## src/rtl/erase_seq_pkg.sv

```systemverilog
package erase_seq_pkg;

    typedef enum logic [2:0] {
        S_IDLE,
        S_UNLOCK,
        S_GAP1,
        S_ERASE,
        S_GAP2,
        S_VERIFY,
        S_FINAL,
        S_DONE
    } seq_state_e;

    localparam logic [15:0] CMD_UNLOCK_ADDR = 16'h5555;
    localparam logic [7:0]  CMD_UNLOCK_DATA = 8'hAA;
    localparam logic [15:0] CMD_ERASE_ADDR  = 16'h2AAA;
    localparam logic [7:0]  CMD_ERASE_DATA  = 8'h10;
    localparam logic [7:0]  BLANK_BYTE      = 8'hFF;

endpackage

```

## src/rtl/es_pulse_timer.sv

```systemverilog
module es_pulse_timer #(
    parameter int CNT_W = 8
) (
    input  logic             clk,
    input  logic             rst_n,
    input  logic             load_i,
    input  logic [CNT_W-1:0] len_i,
    output logic             expired_o
);

    logic [CNT_W-1:0] cnt_d, cnt_q;

    always_comb begin
        cnt_d = cnt_q;
        if (load_i)
            cnt_d = len_i - CNT_W'(1);
        else if (cnt_q != '0)
            cnt_d = cnt_q - CNT_W'(1);
    end

    always_ff @(posedge clk or negedge rst_n) begin
        if (!rst_n) cnt_q <= '0;
        else        cnt_q <= cnt_d;
    end

    assign expired_o = (cnt_q == '0);

    // the count only moves down unless reloaded
    p_timer_down_r2: assert property (@(posedge clk) disable iff (!rst_n)
        (!load_i && cnt_q != '0) |=> (cnt_q == $past(cnt_q) - CNT_W'(1)));

endmodule

```

## src/rtl/es_try_counter.sv

```systemverilog
module es_try_counter #(
    parameter int MAX_TRIES = 20,
    parameter int TRY_W     = 5
) (
    input  logic             clk,
    input  logic             rst_n,
    input  logic             first_i,
    input  logic             inc_i,
    output logic [TRY_W-1:0] count_o,
    output logic             at_max_o
);

    logic [TRY_W-1:0] cnt_d, cnt_q;

    always_comb begin
        cnt_d = cnt_q;
        if (first_i)
            cnt_d = TRY_W'(1);
        else if (inc_i)
            cnt_d = cnt_q + TRY_W'(1);
    end

    always_ff @(posedge clk or negedge rst_n) begin
        if (!rst_n) cnt_q <= '0;
        else        cnt_q <= cnt_d;
    end

    assign count_o  = cnt_q;
    assign at_max_o = (cnt_q >= TRY_W'(MAX_TRIES));

    // never asked to go past the attempt limit
    p_no_inc_at_max_r6: assert property (@(posedge clk) disable iff (!rst_n)
        inc_i |-> !at_max_o);

    // the count never exceeds the limit
    p_tries_bound_r10: assert property (@(posedge clk) disable iff (!rst_n)
        cnt_q <= TRY_W'(MAX_TRIES));

endmodule

```

## src/rtl/erase_sequencer.sv

```systemverilog
module erase_sequencer
    import erase_seq_pkg::*;
#(
    parameter int ADDR_W     = 16,
    parameter int DATA_W     = 8,
    parameter int DEPTH      = 65536,
    parameter int UNLOCK_CYC = 2500,
    parameter int ERASE_CYC  = 5000000,
    parameter int MAX_TRIES  = 20,
    localparam int TRY_W     = $clog2(MAX_TRIES + 1),
    localparam int LONGEST   = (ERASE_CYC > UNLOCK_CYC) ? ERASE_CYC : UNLOCK_CYC,
    localparam int CNT_W     = $clog2(LONGEST + 1)
) (
    input  logic              clk,
    input  logic              rst_n,
    input  logic              start_i,
    output logic              busy_o,
    output logic              done_o,
    output logic              pass_o,
    output logic [ADDR_W-1:0] fail_addr_o,
    output logic [TRY_W-1:0]  tries_o,
    output logic [ADDR_W-1:0] dev_addr_o,
    output logic [DATA_W-1:0] dev_wdata_o,
    output logic              dev_we_o,
    output logic              strobe_o,
    output logic              rd_en_o,
    output logic              hv_mode_o,
    input  logic [DATA_W-1:0] rd_data_i
);

    localparam logic [ADDR_W-1:0] LAST_ADDR = ADDR_W'(DEPTH - 1);
    localparam logic [ADDR_W-1:0] A_UNLOCK  = ADDR_W'(CMD_UNLOCK_ADDR);
    localparam logic [ADDR_W-1:0] A_ERASE   = ADDR_W'(CMD_ERASE_ADDR);
    localparam logic [DATA_W-1:0] D_UNLOCK  = DATA_W'(CMD_UNLOCK_DATA);
    localparam logic [DATA_W-1:0] D_ERASE   = DATA_W'(CMD_ERASE_DATA);
    localparam logic [DATA_W-1:0] D_BLANK   = DATA_W'(BLANK_BYTE);

    typedef struct packed {
        seq_state_e        st;
        logic [ADDR_W-1:0] addr;
        logic              pass;
        logic [ADDR_W-1:0] fail_addr;
    } seq_regs_t;

    seq_regs_t r_d, r_q;

    logic             tmr_load;
    logic [CNT_W-1:0] tmr_len;
    logic             tmr_expired;
    logic             try_first;
    logic             try_inc;
    logic             try_at_max;
    logic [TRY_W-1:0] try_count;
    logic             byte_blank;

    es_pulse_timer #(.CNT_W(CNT_W)) u_timer (
        .clk       (clk),
        .rst_n     (rst_n),
        .load_i    (tmr_load),
        .len_i     (tmr_len),
        .expired_o (tmr_expired)
    );

    es_try_counter #(.MAX_TRIES(MAX_TRIES), .TRY_W(TRY_W)) u_tries (
        .clk      (clk),
        .rst_n    (rst_n),
        .first_i  (try_first),
        .inc_i    (try_inc),
        .count_o  (try_count),
        .at_max_o (try_at_max)
    );

    assign byte_blank = (rd_data_i == D_BLANK);

    always_comb begin
        r_d       = r_q;
        tmr_load  = 1'b0;
        tmr_len   = CNT_W'(UNLOCK_CYC);
        try_first = 1'b0;
        try_inc   = 1'b0;
        unique case (r_q.st)
            S_IDLE: begin
                if (start_i) begin
                    r_d.st        = S_UNLOCK;
                    r_d.addr      = '0;
                    r_d.pass      = 1'b0;
                    r_d.fail_addr = '0;
                    tmr_load      = 1'b1;
                    try_first     = 1'b1;
                end
            end
            S_UNLOCK: if (tmr_expired) r_d.st = S_GAP1;
            S_GAP1: begin
                r_d.st   = S_ERASE;
                tmr_load = 1'b1;
                tmr_len  = CNT_W'(ERASE_CYC);
            end
            S_ERASE: if (tmr_expired) r_d.st = S_GAP2;
            S_GAP2:  r_d.st = S_VERIFY;
            S_VERIFY: begin
                if (byte_blank) begin
                    if (r_q.addr == LAST_ADDR) begin
                        r_d.st   = S_FINAL;
                        r_d.addr = '0;
                    end else begin
                        r_d.addr = r_q.addr + ADDR_W'(1);
                    end
                end else if (try_at_max) begin
                    r_d.st        = S_DONE;
                    r_d.pass      = 1'b0;
                    r_d.fail_addr = r_q.addr;
                end else begin
                    r_d.st   = S_UNLOCK;
                    tmr_load = 1'b1;
                    try_inc  = 1'b1;
                end
            end
            S_FINAL: begin
                if (!byte_blank) begin
                    r_d.st        = S_DONE;
                    r_d.pass      = 1'b0;
                    r_d.fail_addr = r_q.addr;
                end else if (r_q.addr == LAST_ADDR) begin
                    r_d.st   = S_DONE;
                    r_d.pass = 1'b1;
                end else begin
                    r_d.addr = r_q.addr + ADDR_W'(1);
                end
            end
            S_DONE:  r_d.st = S_IDLE;
            default: r_d.st = S_IDLE;
        endcase
    end

    always_ff @(posedge clk or negedge rst_n) begin
        if (!rst_n) begin
            r_q.st        <= S_IDLE;
            r_q.addr      <= '0;
            r_q.pass      <= 1'b0;
            r_q.fail_addr <= '0;
        end else begin
            r_q <= r_d;
        end
    end

    always_comb begin
        dev_addr_o  = r_q.addr;
        dev_wdata_o = '0;
        if (r_q.st == S_UNLOCK || r_q.st == S_GAP1) begin
            dev_addr_o  = A_UNLOCK;
            dev_wdata_o = D_UNLOCK;
        end else if (r_q.st == S_ERASE || r_q.st == S_GAP2) begin
            dev_addr_o  = A_ERASE;
            dev_wdata_o = D_ERASE;
        end
    end

    assign strobe_o    = (r_q.st == S_UNLOCK) || (r_q.st == S_ERASE);
    assign dev_we_o    = (r_q.st == S_UNLOCK) || (r_q.st == S_GAP1) ||
                         (r_q.st == S_ERASE)  || (r_q.st == S_GAP2);
    assign rd_en_o     = (r_q.st == S_VERIFY) || (r_q.st == S_FINAL);
    assign hv_mode_o   = (r_q.st != S_IDLE) && (r_q.st != S_FINAL) && (r_q.st != S_DONE);
    assign busy_o      = (r_q.st != S_IDLE);
    assign done_o      = (r_q.st == S_DONE);
    assign pass_o      = r_q.pass;
    assign fail_addr_o = r_q.fail_addr;
    assign tries_o     = try_count;

    p_cmd_bus_r2: assert property (@(posedge clk) disable iff (!rst_n)
        strobe_o |-> (dev_we_o && (dev_addr_o == A_UNLOCK || dev_addr_o == A_ERASE)));

    p_erase_to_verify_r3: assert property (@(posedge clk) disable iff (!rst_n)
        ($fell(strobe_o) && dev_addr_o == A_ERASE) |=> (rd_en_o && hv_mode_o));

    p_verify_walk_r4: assert property (@(posedge clk) disable iff (!rst_n)
        (rd_en_o && hv_mode_o && byte_blank && dev_addr_o != LAST_ADDR)
        |=> (rd_en_o && hv_mode_o && dev_addr_o == $past(dev_addr_o) + ADDR_W'(1)));

    p_retry_r5: assert property (@(posedge clk) disable iff (!rst_n)
        (rd_en_o && hv_mode_o && !byte_blank && tries_o < TRY_W'(MAX_TRIES))
        |=> (strobe_o && dev_addr_o == A_UNLOCK));

    p_done_pulse_r8: assert property (@(posedge clk) disable iff (!rst_n)
        done_o |=> (!done_o && !busy_o));

    p_start_ignored_r9: assert property (@(posedge clk) disable iff (!rst_n)
        (busy_o && !done_o) |=> busy_o);

    p_no_read_strobe_r4: assert property (@(posedge clk) disable iff (!rst_n)
        rd_en_o |-> !strobe_o);

endmodule

```

## config.mk

```make
export PLATFORM = sky130hd
export DESIGN_NAME = erase_sequencer
export DESIGN_NICKNAME = d
export VERILOG_FILES = /design/src/rtl/erase_seq_pkg.sv /design/src/rtl/es_pulse_timer.sv /design/src/rtl/es_try_counter.sv /design/src/rtl/erase_sequencer.sv
export SDC_FILE = /design/constraint.sdc
export NUM_CORES = 1
export LEC_CHECK = 0
export ABC_AREA = 1
export ABC_CLOCK_PERIOD_IN_PS = 2790
export BUFFER_PORTS_ARGS = -buffer_cell sky130_fd_sc_hd__buf_4
export CORE_ASPECT_RATIO = 1.4
export CORE_MARGIN = 2
export CORE_UTILIZATION = 58
export CTS_CLUSTER_SIZE = 14
export DETAILED_ROUTE_END_ITERATION = 6
export PLACE_DENSITY = 0.78
export SETUP_SLACK_MARGIN = 0.15
export SLEW_MARGIN = 20
export SYNTH_ARGS = -nofsm -noshare
export SYNTH_HDL_FRONTEND = slang
export SYNTH_SLANG_ARGS = --single-unit
```

## constraint.sdc

```tcl
create_clock -name clk -period 2.79 [get_ports clk]
set_input_delay 0.279 -clock clk [delete_from_list [all_inputs] [get_ports clk]]
set_output_delay 0.279 -clock clk [all_outputs]
set_load 0.005 [all_outputs]
```

==> metrics.md <==
| Metric | Value |
|---|---|
| Asr flop ratio synth | between 90% and 100% |
| Period utilization | 85.4% |
| Worst setup SP type | flip-flop |
| Area delta synth->final | 15.1% |
| Antenna violations before repair | 0 |
| PwrDens | 370 nW/um2 |
| Worst hold path type | input pin to asynchronous set/reset pin |
| Core area | roughly 7000 um2 |
| R2R Setup Slk | ~410 ps |
| Initial DRT Pass Iterations | 5 |
| Final Max Slew Viols | 0 |
| CP Max Fanout | 16 |
| Seq/Total Area, Yosys | 38.5% |
| Final wirelength | around 11000 um |
| Flops & latches, synth | 64 |
| Max Buffers Root-to-Sink | 2 |
| Slew headroom | between 40% and 50% |
| Clock root cell | clkbuf_8 |
| Setup tns final | 0 ps |
| Req. time, crit path | slightly above 3000 ps |
| Fin. Hold Viols | 0 |
| First-pass GRT wire length | around 18000 um |
| Die ar. | 7880 um2 |
| Syn_area_per_cell | 7.29 um2 |
| Global Route Usage Sum | a little under a third |
| Finish-stage setup viols | 0 |
| Overflow left after global routing | 0 |
| Port buffer count | between 50 and 60 |
| Area after DPL | roughly 4600 um2 |
| Post-Syn Instances | 571 |
| Largest net degree at the start of global routing | 65 |
| Max Cap Viol | 0 |
| Max VDD drop | between 0.0003 and 0.0004 V |
| CP Data Arrival Time | roughly 2600 ps |
| Number of inserted diodes | 0 |
| Crit end category | flip-flop |
| Leading cell type in the layout, fill and taps excluded | nand2_1 |
| Final GP Congestion | between 0.9 and 1 |
| Commonest cells after routing, fill and taps aside | nand2_1, inv_1, buf_4 |
| Vias in the first global route | a little under 4000 |
| Post-route cell area | about 4800 um2 |
| Synthesis Warnings | 0 |
| Avg WL per Cell | around 16 um |
| Drc violations | 0 |
| Clock Latency Late Sink | about 360 ps |
| CTS Buf Count | 9 |
| DRT iter0 DRCs | slightly above 200 |
| Post-DRT Antenna Nets | 0 |
| Worst clock skew | a little under 10 ps |
| Netlist cell types | 44 |
| Min Clock Period, post-route | 2380 ps |
| Vias per cell | between 5 and 6 |
| CTS H-tree depth | 3 |
| Layout cells sized above 1 | between 20% and 30% |
| Actual slew at the worst max-slew pin | roughly 820 ps |
| Syn Std Cell Area | 4160 um2 |
| Num ports | 63 |
| CP Class | flip-flop to flip-flop |
| RSZ-0062 raised after global routing | no |
| Clock sinks | 64 |
| Die H | approximately 100 um |
| Via count | a little over 4000 |
| Die Wd | about 76 um |
| EDFF count, synth | 0 |
| Cell Rows | 36 |
| Post-DP HPWL | around 8600 um |
| Static leakage | 0.00238 uW |
| Initial Util | 59.6% |
| Clk slew on worst S/H paths | around 70 ps |
| Final core utilization | between 60% and 70% |
| Max Clk Rate | ~420 MHz |
| CTS tree | built |
| Status | completed |
| Main flop type after synthesis | dfrtp_1 |
| Net count, final | between 600 and 700 |
area by class of cell:
cell class | count | area, um2
clock inverters | 3 | 40.0
repair buffers | 71 | 533
flip-flops and latches | 64 | 1600
multi-input cells | 393 | 2030
inverters | 82 | 308
well taps | 95 | 119
clock buffers | 13 | 159
fillers | 605 | 2190
logic make-up after synthesis:
group,share of synthesized area (%)
DFF,38.5
adders and majority gates,1.20
AOI/OAI and AO/OA,10.6
and+or+nand+nor,34.3
other,0.0901
buffers and inverters,13.2
xor gates and xnor gates,2.10
flip-flops by register name, summed over array words and instances, names as in the netlist:
signal / cells
u_tries.count_o: 5
pass_o: 1
r_q: 19
u_timer.cnt_q: 23
fail_addr_o: 16
worst max-delay path: stages (launching register included):
cell and delay, ps:
dfrtp_1 480, inv_2 190, o21ai_2 110, nand3_4 190, nand3_4 130, buf_4 180, nor2_1 230, nand3_1 130
nor2_2 270, nand2_2 110, nor2_2 110, nand3_1 70, nand2_1 60, inv_1 30
power by group:
part / switching [uW] / total (uW) / internal [uW]
sequential: 0 / 928 / 928
clock: 355 / 814 / 459
combinational: 21.7 / 31.2 / 9.51
worst paths after layout:
check | end | startpoint | cells past startpoint
min in group clk | r_q[35] | start_i | 4
setup reg to reg | u_timer.cnt_q[21] | r_q[35] | 13
hold / removal | fail_addr_o[5] | rst_n | 1
hold reg to reg | pass_o | pass_o | 2
max in group asynchronous | r_q[20] | rst_n | 1
setup / recovery | u_timer.cnt_q[21] | r_q[35] | 13
repair_timing:
item	CTS	global route
setup buffers	0	3
endpoints found under the setup margin	0	11
resized for setup	0	3
hold buffers	0	0
Yosys cell counts, types with 2 or more instances:
master | count | area share (%)
nor3_2 | 2 | 0.48
dfrtp_1 | 64 | 38
nand3_2 | 2 | 0.48
nand3b_1 | 3 | 0.54
nand2_2 | 3 | 0.45
nor4_1 | 5 | 0.75
nand4_1 | 11 | 1.7
nand2_1 | 107 | 9.6
buf_4 | 25 | 4.5
and3_1 | 2 | 0.30
nor3_1 | 18 | 2.2
xor2_1 | 9 | 1.9
nand3_1 | 52 | 6.3
nand4_2 | 2 | 0.60
inv_1 | 73 | 6.6
o21ai_1 | 9 | 1.1
ha_1 | 4 | 1.2
nand2_4 | 2 | 0.54
a21oi_1 | 20 | 2.4
nor2_2 | 6 | 0.90
or2_2 | 3 | 0.45
buf_6 | 2 | 0.54
nor2_1 | 70 | 6.3
buf_2 | 3 | 0.36
clkbuf_1 | 3 | 0.27
inv_2 | 9 | 0.81
o21ai_0 | 42 | 5.0
nand3_4 | 4 | 1.7
metal layers:
layer / global-route usage, % / part of all wire [%] / up-vias
met5: 0 / 0 / -
met4: 17.0 / 5.6 / 0
met3: 5.14 / 5.3 / 46
met2: 54.2 / 54 / 175
met1: 33.0 / 35 / 1872
li1: - / - / 1928
through the flow:
| step | power, uW | worst slack [ps] | hold slack, ps | cells |
|---|---|---|---|---|
| 2_1_floorplan | 951 | 695 | -16.6 | 573 |
| 3_5_place_dp | 978 | 271 | 430 | 702 |
| 5_1_grt | 1830 | 243 | 90.7 | 721 |
| 3_3_place_gp | 977 | 377 | 421 | 702 |
| 4_1_cts | 1780 | 255 | 56.0 | 718 |
| 6_report | 1770 | 407 | 5.19 | 721 |
Note: power is estimated with default switching activity, not from simulation.
